===== src/rtl/xint_pkg.sv =====
package xint_pkg;

    localparam int LINES = 32;
    localparam int AW    = 8;

    typedef logic [LINES-1:0] line_vec_t;

    // Register byte offsets (software-visible, fixed)
    localparam logic [AW-1:0] OFS_RISE_SEL  = 8'h00;
    localparam logic [AW-1:0] OFS_FALL_SEL  = 8'h04;
    localparam logic [AW-1:0] OFS_SOFT      = 8'h08;
    localparam logic [AW-1:0] OFS_RISE_FLAG = 8'h0C;
    localparam logic [AW-1:0] OFS_FALL_FLAG = 8'h10;
    localparam logic [AW-1:0] OFS_IRQ_EN    = 8'h80;
    localparam logic [AW-1:0] OFS_EVT_EN    = 8'h84;

    typedef enum logic [2:0] {
        SEL_NONE,
        SEL_RISE_SEL,
        SEL_FALL_SEL,
        SEL_SOFT,
        SEL_RISE_FLAG,
        SEL_FALL_FLAG,
        SEL_IRQ_EN,
        SEL_EVT_EN
    } reg_sel_e;

    function automatic reg_sel_e decode_addr(input logic [AW-1:0] a);
        reg_sel_e s;
        case (a)
            OFS_RISE_SEL:  s = SEL_RISE_SEL;
            OFS_FALL_SEL:  s = SEL_FALL_SEL;
            OFS_SOFT:      s = SEL_SOFT;
            OFS_RISE_FLAG: s = SEL_RISE_FLAG;
            OFS_FALL_FLAG: s = SEL_FALL_FLAG;
            OFS_IRQ_EN:    s = SEL_IRQ_EN;
            OFS_EVT_EN:    s = SEL_EVT_EN;
            default:       s = SEL_NONE;
        endcase
        return s;
    endfunction

endpackage


===== src/rtl/xint_edge.sv =====
module xint_edge
    import xint_pkg::*;
#(
    parameter line_vec_t IMPL = '1
) (
    input  logic      clk,
    input  logic      rst_n,
    input  line_vec_t pins,
    output line_vec_t rise_det,
    output line_vec_t fall_det
);

    for (genvar i = 0; i < LINES; i++) begin : g_line
        if (IMPL[i]) begin : g_impl
            logic [1:0] meta;
            logic       prev;

            always_ff @(posedge clk or negedge rst_n) begin
                if (!rst_n) begin
                    meta <= '0;
                    prev <= 1'b0;
                end else begin
                    meta <= {meta[0], pins[i]};
                    prev <= meta[1];
                end
            end

            assign rise_det[i] =  meta[1] & ~prev;
            assign fall_det[i] = ~meta[1] &  prev;
        end else begin : g_absent
            logic unused_pin;
            assign unused_pin  = pins[i];
            assign rise_det[i] = 1'b0;
            assign fall_det[i] = 1'b0;
        end
    end

endmodule


===== src/rtl/xint_cfg.sv =====
module xint_cfg
    import xint_pkg::*;
#(
    parameter line_vec_t IMPL = '1
) (
    input  logic      clk,
    input  logic      rst_n,
    input  logic      wr,
    input  reg_sel_e  sel,
    input  line_vec_t wdata,
    output line_vec_t rise_sel,
    output line_vec_t fall_sel,
    output line_vec_t irq_en,
    output line_vec_t evt_en
);

    line_vec_t wmask;
    assign wmask = wdata & IMPL;

    always_ff @(posedge clk or negedge rst_n) begin
        if (!rst_n) begin
            rise_sel <= '0;
            fall_sel <= '0;
            irq_en   <= '0;
            evt_en   <= '0;
        end else if (wr) begin
            case (sel)
                SEL_RISE_SEL: rise_sel <= wmask;
                SEL_FALL_SEL: fall_sel <= wmask;
                SEL_IRQ_EN:   irq_en   <= wmask;
                SEL_EVT_EN:   evt_en   <= wmask;
                default:      ;
            endcase
        end
    end

endmodule


===== src/rtl/xint_flags.sv =====
module xint_flags
    import xint_pkg::*;
#(
    parameter line_vec_t IMPL = '1
) (
    input  logic      clk,
    input  logic      rst_n,
    input  line_vec_t rise_set,
    input  line_vec_t fall_set,
    input  line_vec_t soft_set,
    input  line_vec_t rise_clr,
    input  line_vec_t fall_clr,
    output line_vec_t rise_q,
    output line_vec_t fall_q,
    output line_vec_t soft_q
);

    // Set terms are ORed in after the clear, so a same-cycle edge wins.
    always_ff @(posedge clk or negedge rst_n) begin
        if (!rst_n) begin
            rise_q <= '0;
            fall_q <= '0;
            soft_q <= '0;
        end else begin
            rise_q <= ((rise_q & ~rise_clr) | rise_set | soft_set) & IMPL;
            fall_q <= ((fall_q & ~fall_clr) | fall_set) & IMPL;
            soft_q <= ((soft_q & ~rise_clr) | soft_set) & IMPL;
        end
    end


    rise_fall_only_on_clear_chk: assert property (@(posedge clk) disable iff (!rst_n)
        ((($past(rise_q) & ~rise_q) & ~$past(rise_clr)) == '0));


    fall_fall_only_on_clear_chk: assert property (@(posedge clk) disable iff (!rst_n)
        ((($past(fall_q) & ~fall_q) & ~$past(fall_clr)) == '0));


    edge_beats_clear_chk: assert property (@(posedge clk) disable iff (!rst_n)
        (|(rise_set & rise_clr)) |=>
        ((rise_q & $past(rise_set & rise_clr)) == $past(rise_set & rise_clr)));


    soft_implies_flag_chk: assert property (@(posedge clk) disable iff (!rst_n)
        ((soft_q & ~rise_q) == '0));

endmodule


===== src/rtl/xint_bank.sv =====
module xint_bank
    import xint_pkg::*;
#(
    parameter logic [31:0] IMPL_MASK = 32'h00FF_FFFF
) (
    input  logic        clk,
    input  logic        rst_n,
    input  logic        reg_wr,
    input  logic [7:0]  reg_addr,
    input  logic [31:0] reg_wdata,
    output logic [31:0] reg_rdata,
    input  logic [31:0] ext_lines,
    output logic        bank_irq,
    output logic [31:0] line_event
);

    reg_sel_e  sel;
    line_vec_t rise_det, fall_det, rise_cap, fall_cap;
    line_vec_t rise_sel, fall_sel, irq_en, evt_en;
    line_vec_t rise_flag, fall_flag, soft_bits;
    line_vec_t rise_clr, fall_clr, soft_set;
    line_vec_t evt_q;

    assign sel = decode_addr(reg_addr);

    xint_edge #(.IMPL(IMPL_MASK)) u_edge (
        .clk      (clk),
        .rst_n    (rst_n),
        .pins     (ext_lines),
        .rise_det (rise_det),
        .fall_det (fall_det)
    );

    xint_cfg #(.IMPL(IMPL_MASK)) u_cfg (
        .clk      (clk),
        .rst_n    (rst_n),
        .wr       (reg_wr),
        .sel      (sel),
        .wdata    (reg_wdata),
        .rise_sel (rise_sel),
        .fall_sel (fall_sel),
        .irq_en   (irq_en),
        .evt_en   (evt_en)
    );

    assign rise_cap = rise_det & rise_sel;
    assign fall_cap = fall_det & fall_sel;

    assign rise_clr = (reg_wr && sel == SEL_RISE_FLAG) ? (reg_wdata & IMPL_MASK) : '0;
    assign fall_clr = (reg_wr && sel == SEL_FALL_FLAG) ? (reg_wdata & IMPL_MASK) : '0;
    assign soft_set = (reg_wr && sel == SEL_SOFT)      ? (reg_wdata & irq_en)    : '0;

    xint_flags #(.IMPL(IMPL_MASK)) u_flags (
        .clk      (clk),
        .rst_n    (rst_n),
        .rise_set (rise_cap),
        .fall_set (fall_cap),
        .soft_set (soft_set),
        .rise_clr (rise_clr),
        .fall_clr (fall_clr),
        .rise_q   (rise_flag),
        .fall_q   (fall_flag),
        .soft_q   (soft_bits)
    );

    always_ff @(posedge clk or negedge rst_n) begin
        if (!rst_n) evt_q <= '0;
        else        evt_q <= (rise_cap | fall_cap) & evt_en;
    end

    assign line_event = evt_q;
    assign bank_irq   = |((rise_flag | fall_flag) & irq_en);

    always_comb begin
        unique case (sel)
            SEL_RISE_SEL:  reg_rdata = rise_sel;
            SEL_FALL_SEL:  reg_rdata = fall_sel;
            SEL_SOFT:      reg_rdata = soft_bits;
            SEL_RISE_FLAG: reg_rdata = rise_flag;
            SEL_FALL_FLAG: reg_rdata = fall_flag;
            SEL_IRQ_EN:    reg_rdata = irq_en;
            SEL_EVT_EN:    reg_rdata = evt_en;
            SEL_NONE:      reg_rdata = '0;
        endcase
    end


    event_needs_enable_chk: assert property (@(posedge clk) disable iff (!rst_n)
        ((line_event & ~$past(evt_en)) == '0));


    absent_bits_zero_chk: assert property (@(posedge clk) disable iff (!rst_n)
        ((reg_rdata & ~IMPL_MASK) == '0));


    irq_drop_after_write_chk: assert property (@(posedge clk) disable iff (!rst_n)
        $fell(bank_irq) |-> $past(reg_wr));

endmodule


===== config.mk =====
export PLATFORM = sky130hd
export DESIGN_NAME = xint_bank
export DESIGN_NICKNAME = d
export VERILOG_FILES = /design/src/rtl/xint_pkg.sv /design/src/rtl/xint_edge.sv /design/src/rtl/xint_cfg.sv /design/src/rtl/xint_flags.sv /design/src/rtl/xint_bank.sv
export SDC_FILE = /design/constraint.sdc
export NUM_CORES = 1
export LEC_CHECK = 0
export BUFFER_PORTS_ARGS = -buffer_cell sky130_fd_sc_hd__buf_2
export CAP_MARGIN = 5
export CORE_UTILIZATION = 30
export DETAILED_ROUTE_END_ITERATION = 12
export HOLD_SLACK_MARGIN = 0.03
export PLACE_DENSITY = 0.52
export SLEW_MARGIN = 20
export SYNTH_ARGS = -nofsm -noshare
export SYNTH_HDL_FRONTEND = slang
export SYNTH_SLANG_ARGS = --single-unit

===== constraint.sdc =====
create_clock -name clk -period 4.63 [get_ports clk]
set_clock_uncertainty 0.05 [all_clocks]
set_input_delay 0.2315 -clock clk [delete_from_list [all_inputs] [get_ports clk]]
set_output_delay 0.2315 -clock clk [all_outputs]
set_load 0.01 [all_outputs]

Word-level counts from Yosys, hierarchy flattened. Cells that the tools add are included.

Equality and inequality tests: 13. Mux-type cells: 5. Bitwise logic cells: 112. Reduce and logical (&&, ||, !) cells: 10.

Operators with widths (number): $pmux 32 s8 (1); $and 24x24->24 (8); $or 24x24->24 (6); $mux 24 (3); $and 1x1->1 (48); $not 1->1 (48); $not 24->24 (2); $reduce_or 32->1 (1); $pmux 3 s7 (1); $eq 8x4->1 const B (2); $eq 8x8->1 const B (2); $eq 3x3->1 const B (4); $eq 8x3->1 const B (1); $eq 8x5->1 const B (1); $logic_not 8->1 (1); $reduce_and 2->1 (4); $eq 3x2->1 const B (2); $eq 3x1->1 const B (1); $logic_and 1x1->1 (3); $logic_not 3->1 (1).

Bits in registers: 264. Word-level logic and storage cells: 196.

Logic depth before layout (Yosys ltp). Gate-level depths: netlist of the first run.

Depth in word-level cells: 9. Mapped depth: 8. Gate-level depth less buffers: 4.

Cells and area by module. Synthesis of the first run repeated with hierarchy kept, for this count alone.

Cells, all modules: 1170. Area total of the unflattened synthesis: 13525.5 um2.

Modules (own cells, without submodules): xint_bank (instances 1, cells each 577, area an instance 4361.7 um2, sequential area each 800.8 um2); xint_cfg (instances 1, cells each 239, area an instance 4052.6 um2, sequential area each 2402.3 um2); xint_flags (instances 1, cells each 217, area an instance 2765.2 um2, sequential area each 1801.7 um2); xint_edge (instances 1, cells each 137, area an instance 2346.0 um2, sequential area each 1801.7 um2).

Least setup slack after synthesis of the first run. No wires, ideal clock.

Path kind: input to output. Start point: input reg_addr[2]. End point: output reg_rdata[21]. Arrival time: 1.756 ns. Required time: 4.348 ns. Path slack: 2.593 ns. Cell stages on the path: 7. Path buffers: 3. Path through: clkbuf_1 -> or3_1 -> or4_1 -> buf_2 -> buf_2 -> o22ai_1 -> o22a_1.

Word-level cells in the longest chain between the ends: 4.

Ends and longest elaborated chain: start, declared (line xint_bank.sv:9) `input logic [7:0] reg_addr,`; $eq 8x8->1, or another cell as far along (line xint_pkg.sv:30) `case (a)`; $pmux 3 s7 (*) (line xint_pkg.sv:30); $eq 3x3->1, or another cell as far along (line xint_bank.sv:75) `unique case (sel)`; $pmux 32 s8 (*) (line xint_bank.sv:75); end, declared (line xint_bank.sv:11) `output logic [31:0] reg_rdata,`.

Every way passes the cells marked *; elsewhere a longest branch is shown, timed or not. The select of a mux whose other input is x is not followed.

Worst setup path in the final report of the first run.
Start point: input reg_addr[2]. End point: output reg_rdata[0].

Same word-level chain as after synthesis.

==> results of run 1 <==
==> critical path, cell delays in order <==
cell and delay (ns):
buf_2 0.63, inv_1 0.50, nand2_1 0.90, a21oi_1 0.14, o22a_1 0.28, buf_2 0.16
==> logic make-up (layout without fill, tap and decap cells) <==
group	Yosys count	in the layout	synth area share, %
flops	264	264	57.6
compound gates	262	262	17.2
simple gates	203	203	9.07
mux	115	115	11.3
buf+inv	95	218	4.84
other cells	1	18	0.0327
==> cells in the final DEF, fill, tap and decap left out, drive strengths merged, types with 4 or more instances in the layout <==
cell	Yosys	routed
mux2	113	113
o22ai	17	17
and3b	24	24
dfrtp	264	264
nand2	97	97
o21ai	24	24
buf	71	117
a311o	24	24
a22oi	40	40
or2	4	4
o22a	17	17
nor2	35	35
a2bb2oi	6	6
a32o	24	24
nand4	6	6
dlygate4sd3	0	49
a21oi	30	30
nand2b	7	7
or3	4	4
conb	1	16
clkbuf	22	44
a22o	6	6
nor2b	10	10
and2	4	4
o21a	24	24
a21boi	24	24
nor4	4	4
a21o	23	23
clkinv	0	4
==> how the worst max path moves through the flow <==
stage	from	endpoint	slack, ns	depth (start not counted)
finish	reg_addr[2]	reg_rdata[0]	1.48	6
global route	reg_addr[2]	reg_rdata[11]	1.38	6
CTS	reg_addr[2]	reg_rdata[23]	1.55	6
detailed placement	reg_addr[7]	reg_rdata[0]	1.55	6
global placement	reg_addr[2]	reg_rdata[1]	1.55	6
floorplan	reg_addr[2]	reg_rdata[21]	2.59	7
==> per-stage QoR <==
step           power (mW)  hold WS [ns]  instance area [sq um]
2_1_floorplan        2.93        -0.114                  11500
3_3_place_gp         3.09         0.283                  12200
3_5_place_dp         3.11         0.285                  12200
4_1_cts              5.37         0.229                  13600
5_1_grt              5.53         0.243                  13600
6_report             5.29         0.263                  13600
==> power breakdown <==
group          switching, mW  internal [mW]  leakage [nW]
combinational          0.234          0.234          2.54
clock                  0.906           1.28         0.439
sequential             0.138           2.49          3.45
==> final cells by class <==
type / count / area (sq um) / area share, %
inverters: 2 / 7.51 / 0.0551
multi-input cells: 596 / 4380 / 32.1
well taps: 511 / 639 / 4.69
clock buffers: 44 / 832 / 6.10
flip-flops and latches: 264 / 6610 / 48.4
clock inverters: 6 / 58.8 / 0.431
repair buffers: 166 / 1110 / 8.15
diodes: 2 / 5.00 / 0.0367
==> metal layers <==
| metal | wire, um | global-route usage (%) | up-vias |
|---|---|---|---|
| li1 | - | - | 3649 |
| met1 | 14900 | 23.8 | 4164 |
| met2 | 15200 | 26.6 | 235 |
| met3 | 1740 | 3.04 | 36 |
| met4 | 544 | 3.56 | 0 |
| met5 | 0 | 0 | - |
==> metrics, run 1 <==
root buffer cell clkbuf_16; CTS resizes 0; Largest register FFs 48; hold crit path type input port to flop; R2R cell count 2; Netlist cell types 48; Cells after DPL 1490; Layout area overhead 18.9%; Slew headroom 27.7%; CTS sink cnt 264; status completed; Cells after Synth 940; Period minus WS final 3.15 ns; Lkg Pwr 6.43 nW; Synth top cells by count 264 x dfrtp_1, 104 x mux2_2, 97 x nand2_1, 40 x a22oi_1, 39 x buf_2; synthesized flop and latch total 264; setup repair bufs after CTS 0; antenna-violating nets left 0; WS Path Type input port to output pin; hold path endpoint u_edge.g_line[16].g_impl.meta[0]; clock slew at reported path FFs 0.06 ns; drt total wl 32.3 mm; fin crit share 68.1%; crit end category output pin; initial core utilization 30.5%; number of H-tree levels 1; CTS tree done; Layout fillers 3767; Layout Cells excl Fill 1591; grt ovf 0; total number of vias 8084; Final nets 1134; Final Hold Fails 0; layout cells sized above 1 25.7%; drt pass-1 iters 5; core area 37700 sq um; TritonCTS buffer count 29; Pwr per Cell Area 388 nW/um^2; R2R setup slack 3.52 ns; VDD IR-drop max 0.000247 V; synth top area cells dfrtp_1 58%, mux2_2 10%, nand2_1 3.2%; total die area 39000 sq um; HPWL after detailed placement 19.9 mm; GRT Total Usage 16.8%; CTS Buffer Depth 3; post-synth top area cell dfrtp_1; Worst R2R End u_flags.rise_q[23]; CP arrival 2.87 ns; initial antenna violation count 2; worst skew pair latency 0.55 ns; Yosys top cell area share 57.6%; number of synthesized flops with an enable pin 0; # IOs 140; via-per-instance ratio 5.08; synthesized cell area 11500 sq um; setup tns final 0 ns; largest net degree at the start of global routing 118; vias in the first global route 8167; Post-CTS Hold Fix Bufs 49; YS warnings 0; Worst Hold Depth 2; sequential-to-total area share from yosys stat 57.6%; pre-CTS setup slack 1.55 ns; Final Worst Setup Slack 1.48 ns; Port Buffers 107; Avg WL per Cell 20.3 um; RR Startpoint u_edge.g_line[23].g_impl.meta[1]; Fmax achieved 317 MHz; required time worst endpoint 4.35 ns; ys async rst share 100%; fin. max-slew vios 0; final setup fails 0; DRC errors left 0; chip width 198 um; Max FO, Critical Path 26; RSZ-0062 raised after global routing no; Max Cap Viol 0; Most used DFF post-synth dfrtp_1; Core Util, Final 36.2%; hold path startpoint ext_lines[16]; # rows 71; first-pass GRT wire length 49.7 mm; worst-margin pin slew 1.08 ns; most common cell in the netlist dfrtp_1; RD Place Congestion 0.776; largest register by flop count u_edge.g_line.g_impl.meta; Synth Area per Inst 12.2 sq um; DIE HEIGHT 198 um; DR iter-0 viols 560; Startpoint Class input port
No activity file was read; power rests on OpenSTA's default activity.
==> inputs of run 2 (changes only) <==
Clock period 4.63 ns to 3 ns, I/O delays scaled along.
==> metrics, run 2 (synthesis results as in run 1) <==
Avg WL per Cell 20.2 um; drt total wl 32.6 mm; Fmax achieved 403 MHz; Max Cap Viol 0; CP Cell Sequence buf_2, nor4_1, or3b_2, o22a_1, buf_2; largest net degree at the start of global routing 102; Top delay family on crit path simple AND/OR/NAND/NOR gates; chip width 198 um; Critical-path top delay cell or3b_2; multi-input logic area 4360 sq um; largest register by flop count u_edge.g_line.g_impl.meta; FF+latch area 6610 sq um; initial antenna violation count 1; CTS Buffer Depth 3; final setup fails 0; DRC errors left 0; Slew headroom 41.5%; via-per-instance ratio 5.03; grt ovf 0; layout cells sized above 1 26.8%; Layout area overhead 21.4%; Lkg Pwr 6.58 nW; clock slew at reported path FFs 0.06 ns; GRT Total Usage 17.0%; DIE HEIGHT 198 um; TritonCTS buffer count 30; VDD IR-drop max 0.000408 V; root buffer cell clkbuf_16; number of H-tree levels 1; total die area 39000 sq um; Layout Cells excl Fill 1614; Layout fillers 3785; Critical path buffers and inverters 2; CTS sink cnt 264; RSZ-0062 raised after global routing no; commonest non-fill, non-tap cell in the layout dfrtp_1; fin. max-slew vios 0; first-pass GRT wire length 50.8 mm; worst skew pair latency 0.57 ns; WS Path Type input port to output pin; DR iter-0 viols 500; initial core utilization 30.5%; HPWL after detailed placement 20.7 mm; # rows 71; # IOs 140; antenna-violating nets left 0; Crit path top cell by count buf_2; status completed; total number of vias 8121; Final nets 1154; CTS resizes 0; Period minus WS final 2.48 ns; RD Place Congestion 0.798; Max FO, Critical Path 24; worst-margin pin slew 0.877 ns; most frequent cells in the layout 264 x dfrtp_1, 106 x buf_2, 104 x mux2_2, 97 x nand2_1, 49 x dlygate4sd3_1; vias in the first global route 8321; core area 37700 sq um; CTS tree done; CP arrival 2.28 ns; hold crit path type input port to async pin; Final Hold Fails 0; Pwr per Cell Area 603 nW/um^2; crit end category output pin; Port Buffers 107; Cells after DPL 1509; drt pass-1 iters 7; Startpoint Class input port; setup tns final 0 ns; Largest register FFs 48; required time worst endpoint 2.80 ns; Critical Path Max Stage Delay 0.86 ns; fin crit share 82.7%
-- run 2: area by class of cell --
cell class / instances / area share [%]
Multi-Input combinational cell: 596 / 31.3
Antenna cell: 1 / 0.0180
Tap cell: 511 / 4.59
Inverter: 2 / 0.0539
Sequential cell: 264 / 47.5
Timing Repair Buffer: 185 / 9.55
Clock inverter: 6 / 0.503
Clock buffer: 49 / 6.48
-- run 2: timing repair --
action | 4_1_cts | 5_1_grt
buffers inserted | 0 | 0
hold endpoints to repair | 324 | 0
hold buffers | 49 | 0
-- run 2: layer usage --
layer | part of all wire, % | vias up | track usage [%]
li1 | - | 3690 | -
met1 | 46 | 4151 | 24.1
met2 | 46 | 238 | 26.9
met3 | 5.3 | 42 | 3.18
met4 | 1.9 | 0 | 3.88
met5 | 0 | - | 0
-- run 2: path summary, 6_finish.rpt --
check | start | end | slack, ns | depth (start not counted)
worst max register to register | u_edge.g_line[23].g_impl.meta[1] | u_flags.rise_q[23] | 1.92 | 2
worst min-delay path | rst_n | u_edge.g_line[11].g_impl.meta[0] | 0.05 | 2
min in group clk | ext_lines[3] | u_edge.g_line[3].g_impl.meta[0] | 0.16 | 2
max in group asynchronous | rst_n | line_event[2] | 1.89 | 3
worst max-delay path | reg_addr[3] | reg_rdata[0] | 0.52 | 5
worst min register to register | u_edge.g_line[3].g_impl.meta[0] | u_edge.g_line[3].g_impl.meta[1] | 0.29 | 0
-- run 2: report_power, final --
group | leakage [nW] | internal, mW | switching (mW) | total, mW
sequential | 3.45 | 3.85 | 0.210 | 4.06
clock | 0.477 | 2.13 | 1.48 | 3.61
combinational | 2.65 | 0.372 | 0.364 | 0.736
-- run 2: stage by stage --
stage | power, mW | cell area, sq um | hold slack (ns) | setup slack [ns] | util (%)
global placement | 4.79 | 12500 | 0.0878 | 0.582 | 33.1
CTS | 8.51 | 13900 | 0.0716 | 0.527 | 37.0
global route | 8.77 | 13900 | 0.0907 | 0.424 | 37.0
finish | 8.40 | 13900 | 0.0546 | 0.518 | 37.0
detailed placement | 4.81 | 12500 | 0.0950 | 0.529 | 33.1
floorplan | 4.52 | 11500 | -0.196 | 1.13 | -
-- run 2: worst reg2reg max path, delay by kind of cell (launching register included) --
kind / cells / cell delay (ns)
and+or+nand+nor: 1 / 0.20
DFF: 1 / 0.40
AOI/OAI and AO/OA: 1 / 0.32
==> inputs of run 3 (changes only) <==
Settings changed: ABC_AREA from default to 1.
Clock period 3 ns to 2.5 ns, I/O delays scaled along.
==> metrics, run 3 <==
Fmax achieved 481 MHz; HPWL after detailed placement 20.7 mm; synth top area cells dfrtp_1 59%, nand3_1 9.8%, nand2_1 8.7%; CTS sink cnt 264; # IOs 140; RD Place Congestion 0.828; crit end category output pin; Max FO, Critical Path 3; synthesized flop and latch total 264; fin. max-slew vios 0; total power 9.48 mW; fin crit share 83.2%; layout cells sized above 1 15.2%; hold crit path type input port to async pin; required time worst endpoint 2.33 ns; Yosys top cell area share 59.3%; RSZ-0062 raised after global routing no; CTS tree done; CTS Buffer Depth 3; Port Buffers 107; DRC errors left 0; RR Startpoint u_edge.g_line[15].g_impl.meta[1]; number of synthesized flops with an enable pin 0; DIE HEIGHT 195 um; vias in the first global route 8953; commonest non-fill, non-tap cell in the layout dfrtp_1; Avg WL per Cell 16.8 um; root buffer cell clkbuf_16; clock slew at reported path FFs 0.06 ns; drt pass-1 iters 5; # rows 70; Layout area overhead 23.4%; R2R cell count 4; Period minus WS final 2.08 ns; setup repair bufs after CTS 0; Synth top cells by count 264 x dfrtp_1, 259 x nand2_1, 218 x nand3_1, 164 x o21ai_0, 113 x inv_1; most common cell in the netlist dfrtp_1; Pwr per Cell Area 689 nW/um^2; drt total wl 32.1 mm; pre-CTS setup slack 0.712 ns; DR iter-0 viols 638; Max Cap Viol 0; status completed; Final Worst Setup Slack 0.420 ns; chip width 195 um; worst-margin pin slew 0.625 ns; Synth Area per Inst 8.89 sq um; R2R setup slack 1.44 ns; Layout Cells excl Fill 1915; Most used DFF post-synth dfrtp_1; Largest register FFs 48; final setup fails 0; setup tns final 0 ns; post-synth top area cell dfrtp_1; Netlist cell types 24; most frequent cells in the layout 264 x dfrtp_1, 259 x nand2_1, 217 x nand3_1, 164 x o21ai_0, 113 x inv_1; TritonCTS buffer count 31; ys async rst share 100%; largest net degree at the start of global routing 80; Worst R2R End line_event[15]; CP arrival 1.90 ns; Cells after DPL 1809; Cells after Synth 1253; grt ovf 0; sequential-to-total area share from yosys stat 59.3%; Final Hold Fails 0; Post-CTS Hold Fix Bufs 50; synthesized cell area 11100 sq um; core area 36600 sq um; Slew headroom 58.3%; Lkg Pwr 6.71 nW; worst skew pair latency 0.56 ns; worst hold slack 0.0988 ns; antenna-violating nets left 0; initial core utilization 30.4%; Startpoint Class flop; first-pass GRT wire length 51.0 mm; CTS resizes 0; total die area 37900 sq um; initial antenna violation count 2; number of H-tree levels 1; total number of vias 9058; GRT Total Usage 17.3%; largest register by flop count u_edge.g_line.g_impl.meta; via-per-instance ratio 4.73; Final nets 1499; WS Path Type flop to output pin; VDD IR-drop max 0.000482 V; YS warnings 0
==> run 3: cell types whose count changed in the layout (fill, tap and decap cells not counted), moves of 23 or more <==
cell	before	now
nand3_1	1	217
nand2_1	97	259
o21ai_0	24	164
inv_1	2	113
mux2_2	104	0
a22oi_1	40	0
o21ai_1	0	36
a311o_1	24	0
a32o_1	24	0
and3b_1	24	0
o21a_1	24	0
a21o_1	23	0
==> run 3: metrics by stage <==
step	util, %	instance area, sq um
floorplan	-	11200
global placement	33.5	12300
detailed placement	33.5	12300
CTS	37.6	13700
global route	37.6	13700
finish	37.6	13800
==> run 3: how the worst max path moves through the flow <==
stage | startpoint | to | slack (ns)
2_1_floorplan | reg_addr[5] | reg_rdata[11] | 1.23
3_3_place_gp | reg_addr[5] | reg_rdata[6] | 0.74
3_5_place_dp | reg_addr[0] | u_flags.fall_q[11] | 0.71
4_1_cts | u_flags.rise_q[12] | bank_irq | 0.33
5_1_grt | u_flags.fall_q[7] | bank_irq | 0.31
6_report | u_flags.rise_q[7] | bank_irq | 0.42
==> run 3: worst max-delay path, cell delays in order (launching register included) <==
cell and delay (ns):
dfrtp_1 0.38, o21ai_0 0.22, and2_1 0.16, nand2_1 0.07
nor2_1 0.19, nand3_1 0.16, buf_2 0.17
==> run 3: kinds of logic after synthesis <==
logic type	Yosys count	share of synthesized area (%)
compound gates	228	10.4
buf+inv	192	7.79
flops	264	59.3
other cells	1	0.0337
simple gates	568	22.5
==> run 3: layout make-up <==
| class | instances | area, sq um |
|---|---|---|
| inverters | 118 | 443 |
| well taps | 468 | 586 |
| clock buffers | 43 | 881 |
| clock inverters | 11 | 86.3 |
| repair buffers | 197 | 1410 |
| flip-flops and latches | 264 | 6610 |
| multi-input cells | 812 | 3740 |
| fillers | 3770 | 22900 |
| diodes | 2 | 5.00 |
==> run 3: power breakdown <==
part | switching, mW | internal, mW | total, mW
Combinational | 0.389 | 0.216 | 0.605
Clock | 1.75 | 2.54 | 4.29
Sequential | 0.115 | 4.47 | 4.58
==> run 3: layer usage <==
layer	GRT usage, %	part of all wire (%)	vias to the layer above
met5	0	0	-
met1	24.0	46	4305
li1	-	-	4430
met4	4.32	1.6	0
met3	2.93	6.6	33
met2	28.0	46	290
